$ cat config.mk
export PLATFORM = sky130hd
export DESIGN_NAME = mv_scaler
export DESIGN_NICKNAME = d
export VERILOG_FILES = /design/src/rtl/mv_scaler_pkg.sv /design/src/rtl/mv_scaler_div.sv /design/src/rtl/mv_scaler_ctrl.sv /design/src/rtl/mv_scaler_dp.sv /design/src/rtl/mv_scaler.sv
export SDC_FILE = /design/constraint.sdc
export NUM_CORES = 2
export LEC_CHECK = 0
export BUFFER_PORTS_ARGS = -buffer_cell sky130_fd_sc_hd__buf_2
export CORE_MARGIN = 2
export CORE_UTILIZATION = 43
export CTS_BUF_LIST = sky130_fd_sc_hd__clkbuf_16
export DETAILED_ROUTE_END_ITERATION = 16
export MAX_ROUTING_LAYER = met4
export PLACE_DENSITY = 0.7
export SLEW_MARGIN = 40
export SYNTH_ARGS = -nofsm -noshare
export SYNTH_HDL_FRONTEND = slang
export SYNTH_SLANG_ARGS = --single-unit
$ cat constraint.sdc
create_clock -name clk -period 6.9 [get_ports clk]
set_clock_uncertainty 0.05 [all_clocks]
set_input_delay 1.38 -clock clk [delete_from_list [all_inputs] [get_ports clk]]
set_output_delay 1.38 -clock clk [all_outputs]
set_load 0.05 [all_outputs]
$ cat src/rtl/mv_scaler_pkg.sv
package mv_scaler_pkg;
  // Strobes from the sequencer to the datapath.
  typedef struct packed {
    logic capture;  // latch index and selected levels
    logic kickDiv;  // begin the scale division
    logic write;    // commit the product to the sample file
    logic flagBad;  // span not positive: set sticky error, keep entry
  } mvs_ctrl_t;
endpackage

$ cat src/rtl/mv_scaler_div.sv
module mv_scaler_div #(
  parameter int NW = 24,  // dividend / quotient width
  parameter int DW = 17   // divisor width
) (
  input  logic          clk,
  input  logic          rstN,
  input  logic          start,
  input  logic [NW-1:0] dividend,
  input  logic [DW-1:0] divisor,
  output logic          done,
  output logic [NW-1:0] quo
);
  localparam int CW = $clog2(NW + 1);
  localparam int PW = NW + DW + 1;

  logic [CW-1:0] cnt;
  logic          running;
  logic [DW-1:0] remR;
  logic [NW-1:0] quoR;
  logic [DW:0]   trial;
  logic          fits;
  logic [DW-1:0] reduced;

  assign trial   = {remR, quoR[NW-1]};
  assign fits    = trial >= {1'b0, divisor};
  assign reduced = trial[DW-1:0] - divisor;

  always_ff @(posedge clk or negedge rstN) begin
    if (!rstN) begin
      cnt     <= '0;
      running <= 1'b0;
      remR    <= '0;
      quoR    <= '0;
      done    <= 1'b0;
    end else begin
      done <= 1'b0;
      if (start && !running) begin
        remR    <= '0;
        quoR    <= dividend;
        cnt     <= CW'(NW);
        running <= 1'b1;
      end else if (running) begin
        remR <= fits ? reduced : trial[DW-1:0];
        quoR <= {quoR[NW-2:0], fits};
        cnt  <= cnt - 1'b1;
        if (cnt == CW'(1)) begin
          running <= 1'b0;
          done    <= 1'b1;
        end
      end
    end
  end

  assign quo = quoR;

  // a finished division is exact: quotient*divisor + remainder = dividend, remainder < divisor
  a_r2_div_exact: assert property (@(posedge clk) disable iff (!rstN)
    done |-> ((PW'(quoR) * PW'(divisor) + PW'(remR)) == PW'(dividend)) && (remR < divisor));
endmodule

$ cat src/rtl/mv_scaler_ctrl.sv
module mv_scaler_ctrl
  import mv_scaler_pkg::*;
(
  input  logic      clk,
  input  logic      rstN,
  input  logic      start,
  input  logic      spanPos,
  input  logic      divDone,
  output mvs_ctrl_t ctl,
  output logic      busy,
  output logic      done
);
  typedef enum logic [1:0] {S_IDLE, S_CHECK, S_DIV, S_WRITE} state_t;
  state_t state, nextState;

  always_comb begin
    nextState = state;
    ctl       = '0;
    unique case (state)
      S_IDLE: if (start) begin
        ctl.capture = 1'b1;
        nextState   = S_CHECK;
      end
      S_CHECK: if (spanPos) begin
        ctl.kickDiv = 1'b1;
        nextState   = S_DIV;
      end else begin
        ctl.flagBad = 1'b1;
        nextState   = S_IDLE;
      end
      S_DIV: if (divDone) nextState = S_WRITE;
      S_WRITE: begin
        ctl.write = 1'b1;
        nextState = S_IDLE;
      end
      default: nextState = S_IDLE;
    endcase
  end

  always_ff @(posedge clk or negedge rstN) begin
    if (!rstN) begin
      state <= S_IDLE;
      done  <= 1'b0;
    end else begin
      state <= nextState;
      done  <= ctl.write || ctl.flagBad;
    end
  end

  assign busy = (state != S_IDLE);

  // completion is a single-cycle pulse
  a_r8_done_pulse: assert property (@(posedge clk) disable iff (!rstN)
    done |=> !done);
  // a start seen mid-conversion never restarts the capture step
  a_r7_start_ignored: assert property (@(posedge clk) disable iff (!rstN)
    (busy && start) |=> (state != S_CHECK));
  // the write step is only reached from a finished division
  a_r8_write_after_div: assert property (@(posedge clk) disable iff (!rstN)
    (state == S_WRITE) |-> $past(divDone));
endmodule

$ cat src/rtl/mv_scaler_dp.sv
module mv_scaler_dp
  import mv_scaler_pkg::*;
#(
  parameter int NCH     = 8,
  parameter int LW      = 16,
  parameter int RW      = 32,
  parameter int FULL_MV = 3300,
  parameter int FRAC    = 12
) (
  input  logic                           clk,
  input  logic                           rstN,
  input  mvs_ctrl_t                      ctl,
  input  logic [$clog2(NCH)-1:0]         chanIdx,
  input  logic [NCH-1:0][LW-1:0]         gndLvl,
  input  logic [NCH-1:0][LW-1:0]         supLvl,
  input  logic [NCH-1:0][LW-1:0]         sigLvl,
  output logic                           spanPos,
  output logic                           divDone,
  output logic                           errSticky,
  output logic [NCH-1:0][RW-1:0]         samples
);
  localparam int IW = $clog2(NCH);
  localparam int NW = FRAC + $clog2(FULL_MV + 1);
  localparam int DW = LW + 1;
  localparam int PW = DW + NW + 1;
  localparam logic [NW-1:0] DIVIDEND = NW'(FULL_MV * (2 ** FRAC));

  logic [IW-1:0]        idxR;
  logic signed [DW-1:0] spanR;
  logic signed [DW-1:0] offsR;
  logic [NW-1:0]        scale;
  logic signed [PW-1:0] prod;
  logic signed [RW-1:0] result;

  always_ff @(posedge clk or negedge rstN) begin
    if (!rstN) begin
      idxR  <= '0;
      spanR <= '0;
      offsR <= '0;
    end else if (ctl.capture) begin
      idxR  <= chanIdx;
      spanR <= $signed({1'b0, supLvl[chanIdx]}) - $signed({1'b0, gndLvl[chanIdx]});
      offsR <= $signed({1'b0, sigLvl[chanIdx]}) - $signed({1'b0, gndLvl[chanIdx]});
    end
  end

  assign spanPos = !spanR[DW-1] && (spanR != '0);

  mv_scaler_div #(.NW(NW), .DW(DW)) u_div (
    .clk      (clk),
    .rstN     (rstN),
    .start    (ctl.kickDiv),
    .dividend (DIVIDEND),
    .divisor  (spanR),
    .done     (divDone),
    .quo      (scale)
  );

  assign prod   = offsR * $signed({1'b0, scale});
  assign result = RW'(prod >>> FRAC);

  for (genvar i = 0; i < NCH; i++) begin : g_entry
    always_ff @(posedge clk or negedge rstN) begin
      if (!rstN)                                samples[i] <= '0;
      else if (ctl.write && idxR == IW'(i))     samples[i] <= result;
    end
  end

  always_ff @(posedge clk or negedge rstN) begin
    if (!rstN)            errSticky <= 1'b0;
    else if (ctl.flagBad) errSticky <= 1'b1;
  end

  // the sample file moves only on a write strobe
  a_r4_no_stray_write: assert property (@(posedge clk) disable iff (!rstN)
    !ctl.write |=> $stable(samples));
  // a rejected span leaves samples alone and raises the error bit
  a_r5_hold_on_bad: assert property (@(posedge clk) disable iff (!rstN)
    ctl.flagBad |=> $stable(samples) && errSticky);
  // error bit never falls outside reset
  a_r6_sticky: assert property (@(posedge clk) disable iff (!rstN)
    errSticky |=> errSticky);
  // the division is only launched for a positive span
  a_r5_div_needs_span: assert property (@(posedge clk) disable iff (!rstN)
    ctl.kickDiv |-> spanPos);
endmodule

$ cat src/rtl/mv_scaler.sv
module mv_scaler
  import mv_scaler_pkg::*;
#(
  parameter int NCH     = 8,
  parameter int LW      = 16,
  parameter int RW      = 32,
  parameter int FULL_MV = 3300,
  parameter int FRAC    = 12
) (
  input  logic                   clk,
  input  logic                   rstN,
  input  logic                   start,
  input  logic [$clog2(NCH)-1:0] chanIdx,
  input  logic [NCH-1:0][LW-1:0] gndLvl,
  input  logic [NCH-1:0][LW-1:0] supLvl,
  input  logic [NCH-1:0][LW-1:0] sigLvl,
  output logic                   busy,
  output logic                   done,
  output logic                   errSticky,
  output logic [NCH-1:0][RW-1:0] samples
);
  mvs_ctrl_t ctl;
  logic      spanPos;
  logic      divDone;

  mv_scaler_ctrl u_ctrl (
    .clk     (clk),
    .rstN    (rstN),
    .start   (start),
    .spanPos (spanPos),
    .divDone (divDone),
    .ctl     (ctl),
    .busy    (busy),
    .done    (done)
  );

  mv_scaler_dp #(
    .NCH(NCH), .LW(LW), .RW(RW), .FULL_MV(FULL_MV), .FRAC(FRAC)
  ) u_dp (
    .clk       (clk),
    .rstN      (rstN),
    .ctl       (ctl),
    .chanIdx   (chanIdx),
    .gndLvl    (gndLvl),
    .supLvl    (supLvl),
    .sigLvl    (sigLvl),
    .spanPos   (spanPos),
    .divDone   (divDone),
    .errSticky (errSticky),
    .samples   (samples)
  );
endmodule

# Word level (Yosys, flattened, before mapping)
# Cells that the tools add are included.
# word_totals
regBits	329
elab_cells	88
input_bits	390
output_inout_bits	259
# classes
n_addsub	4
eq_ne	13
n_mul	1
reduce_logical	19
order_cmp	2
n_mux	30
# ops
operator	count
binary-select mux 16 bit (select 3 bit)	3
2-to-1 mux 17 bit	3
2-to-1 mux 16 bit	3
2-to-1 mux 24 bit	2
multiplier 17 x 25 -> 42 bit	1
subtractor 16 x 16 -> 17 bit	2
greater-or-equal comparator 18 x 17 -> 1 bit	1
nonzero test 17 bit	1
subtractor 17 bit	1
2-to-1 mux 1 bit	13
equality test 3 bit, second input constant	4
logical AND 1 bit	10
2-to-1 mux 5 bit	2
one-hot mux 2 bit (4 select lines)	1
equality test 3 x 2 -> 1 bit, second input constant	2
2-to-1 mux 2 bit	3
equality test 5 x 1 -> 1 bit, second input constant	1
subtractor 5 x 1 -> 5 bit, second input constant	1
equality test 2 bit, second input constant	2
< comparator 3 x 4 -> 1 bit, second input constant	1
nonzero test 2 bit	2
equality test 3 x 1 -> 1 bit, second input constant	1
zero test 3 bit	1
equality test 2 x 1 -> 1 bit, second input constant	1
6 further kinds	7

# Logic depth before layout (Yosys ltp)
# logic_depth
depth_word	6
mapped_depth	25
mapped_depth_nobuf	22

# Cells and area by module
# A second synthesis with hierarchy kept.
# hier_totals
cells_unflattened	3177
area_unflattened_um2	30764.5
# modules_own_cells
module	seq_area_each_um2	area_each_um2	instances	cells_each
mv_scaler_dp	6956.7	27503.9	1	2812
mv_scaler_div	1201.2	3115.5	1	351
mv_scaler_ctrl	75.1	145.1	1	14

# Worst setup path after synthesis
# OpenSTA, ideal clock, no wires.
# synth_path
kind	reg-to-reg
from	register u_dp.u_div.quoR[14], in the netlist u_dp.u_div.quo[14]
to	register u_dp.samples[122] in the netlist's numbering
path_slack_ns	0.638
n_path_buf	2
stages_incl_launch_ff	24
setup_time_ns	0.125
required_time_ns	6.725
period_less_slack_ns	6.262
t_arrival_ns	6.088
cell_sequence	dfrtp_1 > clkbuf_1 > clkbuf_1 > nand2_1 > fa_1 > inv_1 > fa_1 > inv_1 > fa_1 > inv_1 > fa_1 > fa_1 > inv_1 > fa_1 > inv_1 > ha_1 > a211oi_1 > o21bai_1 > o31ai_1 > o31ai_1 > a311oi_2 > or4_1 > nand3_1 > mux2_2
# synth_between
elab_chain_len	1
# synth_lines
item	line	text
start: declaration	mv_scaler_div.sv:19	logic [NW-1:0] quoR;
start signal: assignment	mv_scaler_div.sv:39	quoR <= dividend;
start signal: assignment	mv_scaler_div.sv:44	quoR <= {quoR[NW-2:0], fits};
multiplier 17 x 25 -> 42 bit	mv_scaler_dp.sv:59	assign prod = offsR * $signed({1'b0, scale});
end signal: indexed assignment	mv_scaler_dp.sv:65	else if (ctl.write && idxR == IW'(i)) samples[i] <= result;
end: declaration	mv_scaler_dp.sv:20	output logic [NCH-1:0][RW-1:0] samples
# No other way between the ends.
# A chain may end at the register's enable or synchronous reset.

# Worst setup path after layout
# layout_path
from	register u_dp.offsR[13]
to	register u_dp.samples[184] in the netlist's numbering
# layout_between
elab_chain_len	1
# layout_lines
item	line	text
start: declaration	mv_scaler_dp.sv:30	logic signed [DW-1:0] offsR;
start signal: assignment	mv_scaler_dp.sv:43	offsR <= $signed({1'b0, sigLvl[chanIdx]}) - $signed({1'b0, gndLvl[chanIdx]});
multiplier 17 x 25 -> 42 bit	mv_scaler_dp.sv:59	
# No other way between the ends.

==> results_dict.tcl <==
set metrics [dict create \
    slew_headroom 0.489 \
    tns_ns 0 \
    period_share 0.967 \
    cts_sinks 329 \
    worstSetupPathType "reg -> reg" \
    dr.pass1.iters 5 \
    final_cells 4739 \
    drtIter0Drc 2008 \
    worstMarginPinSlew_ns 0.746 \
    synth-main-ff-cell "dfrtp_1" \
    yosysTopAreaCell "dfrtp_1" \
    end_kind "flip-flop" \
    vias 25600 \
    start_util 0.435 \
    synth_area_mm2 0.0311 \
    rrSetupSlack_ns 0.23 \
    port_buffers 648 \
    worstReg2RegStart "u_dp.offsR[13]" \
    yosysMostFrequentCell "nand2_1" \
    grt_pass1_vias 26000 \
    arrival_ns 7.06 \
    wirelength_mm 105 \
    antenna_found_initial 31 \
    hold_viol_final 0 \
    grt-ovfl-total 0 \
    ys_seq_elements 329 \
    yosys_warnings 0 \
    drive_gt1_frac 0.290 \
    gp_congestion 0.981 \
    critPathRequiredTime_ns 7.29 \
    die_area_mm2 0.0744 \
    whs_ns 0.421 \
    chipHeight_um 273 \
    post-place-cells 4652 \
    wl_per_cell_um 22.1 \
    path_clk_slew_ns 0.06 \
    syn_area_per_cell_um2 9.90 \
    clockBufferDepth 3 \
    cts_root_buf "clkbuf_16" \
    synth_nets 4050 \
    row_count 98 \
    grt_pass1_wl_mm 159 \
    synth_edf_count 0 \
    endpoint "u_dp.samples[184]" \
    die_w_um 273 \
    drcViolationCount 0 \
    ios 649 \
    hpwl_mm 85.2 \
    setup_viol 0 \
    place_ws_ns -0.0412 \
    ys_seq_area_frac 0.265 \
    synthCells 3140 \
    min_path_type "reg -> reg" \
    cp-startpoint "u_dp.offsR[13]" \
    core_area_mm2 0.0715 \
    maxCapViolations 0 \
    report.final.slew_viol_count 0 \
    period_minus_slack_ns 6.67 \
    outcome "complete, no violations" \
    insertion_delay_ns 0.56 \
    post-synth-top-area-fraction 0.265 \
    async_reset_ff_frac 1.00 \
    nets 4657 \
    grt_usage 0.291 \
    htree_levels 2 \
    reg2reg_to "u_dp.samples[184]" \
    crit_path_max_fanout 15 \
    rr_worst_depth 22 \
    tritoncts "done" \
    ys_types 79 \
    drtAntennaViolNets 0 \
    worstSetupStartpointType "flip-flop" \
    synth.area.top_cells "dfrtp_1 26%, fa_1 21%, ha_1 7.6%, mux4_2 7.0%, nand2_1 5.8%" \
    fmax_ghz 0.150 \
    area_growth_pct 19.2 \
    grt_max_degree 129 \
    synth_common_cells "478 x nand2_1, 448 x inv_1, 331 x fa_1" \
    cts_made_buffers 37 \
    vias_per_cell 5.40 \
    worst_slack_ns 0.226 \
]
-- what timing repair did --
item / in CTS / in global routing
setup endpoints to repair: 26 / 136
hold buffers: 0 / 0
pin swaps: 0 / 5
resized for setup: 4 / 24
buffers inserted: 0 / 5
cloned: 0 / 0
-- cell type report --
cell class                 count  area [µm²]
antenna                       15        37.5
clock buffer                  38         951
clock inverter                28         184
fill                        6498       34400
inverter                     448        1680
multi-input combinational   2168       20500
sequential                   329        8250
tap                          950        1190
timing repair buffer         763        4230
-- sequential cells by signal, indices dropped and copies added, names as in the netlist, named ones only --
| register | cells |
|---|---|
| u_ctrl.done | 1 |
| u_ctrl.state | 1 |
| u_dp.errSticky | 1 |
| u_dp.idxR | 3 |
| u_dp.offsR | 17 |
| u_dp.samples | 240 |
| u_dp.spanR | 17 |
| u_dp.u_div.cnt | 5 |
| u_dp.u_div.done | 1 |
| u_dp.u_div.quo | 24 |
| u_dp.u_div.remR | 17 |
| u_dp.u_div.running | 1 |
-- worst max-delay path: stages (launching register included) --
cell	delay (ns)
dfrtp_1	0.64
buf_4	0.27
and2_1	0.14
fa_1	0.38
fa_1	0.49
inv_1	0.06
fa_1	0.54
inv_1	0.05
fa_1	0.46
fa_1	0.50
inv_1	0.05
fa_1	0.47
inv_1	0.04
ha_1	0.34
nand4_1	0.17
nor2_1	0.12
and4_4	0.29
o211ai_1	0.19
a2111oi_4	0.54
nor3_1	0.16
xnor2_2	0.16
buf_4	0.17
mux2_2	0.27
-- kinds of logic after synthesis --
| kind of cell | Yosys count | synth area share |
|---|---|---|
| fa+ha+maj | 520 | 0.289 |
| buf+inv | 643 | 0.0800 |
| simple gates | 925 | 0.141 |
| flops | 329 | 0.265 |
| compound gates | 432 | 0.0894 |
| xor+xnor | 52 | 0.0149 |
| mux | 239 | 0.120 |
-- layout by cell type (no fill, tap or decap), types with 38 or more instances in the layout --
| master | synthesis | layout |
|---|---|---|
| buf_4 | 16 | 107 |
| mux2_2 | 120 | 120 |
| fa_1 | 331 | 331 |
| buf_2 | 4 | 645 |
| inv_1 | 448 | 455 |
| nand2_1 | 478 | 477 |
| dfrtp_1 | 329 | 313 |
| a21oi_1 | 57 | 56 |
| o21ai_0 | 176 | 176 |
| and2_1 | 198 | 198 |
| ha_1 | 189 | 189 |
| nor2_1 | 82 | 80 |
| mux4_2 | 96 | 96 |
| clkbuf_16 | 0 | 38 |
-- worst min-delay path by stage --
stage | startpoint | to | slack [ns] | depth (start not counted)
after floorplan | u_dp.u_div.cnt[4] | u_dp.u_div.done | 0.40 | 1
after global placement | u_dp.samples[79] | u_dp.samples[79] | 0.40 | 2
after detailed placement | u_dp.samples[41] | u_dp.samples[41] | 0.41 | 2
after CTS | u_dp.samples[41] | u_dp.samples[41] | 0.42 | 2
after global routing | u_dp.samples[161] | u_dp.samples[161] | 0.44 | 2
final | u_dp.samples[43] | u_dp.samples[43] | 0.42 | 2
-- per-stage QoR --
stage	area [µm²]	util
4_1_cts	36900	0.516
5_1_grt	37000	0.518
3_5_place_dp	35700	0.499
3_3_place_gp	35600	0.498
6_report	37000	0.518
2_1_floorplan	31100	-
-- metal layers --
layer	wire, µm	global-route usage
met5	0	-
met4	5740	0.126
met3	6820	0.0475
met2	50300	0.469
met1	41800	0.364
Power is left out: the tool's default activity adds up to more than one toggle a clock period on the data nets, which glitch-free logic cannot reach.
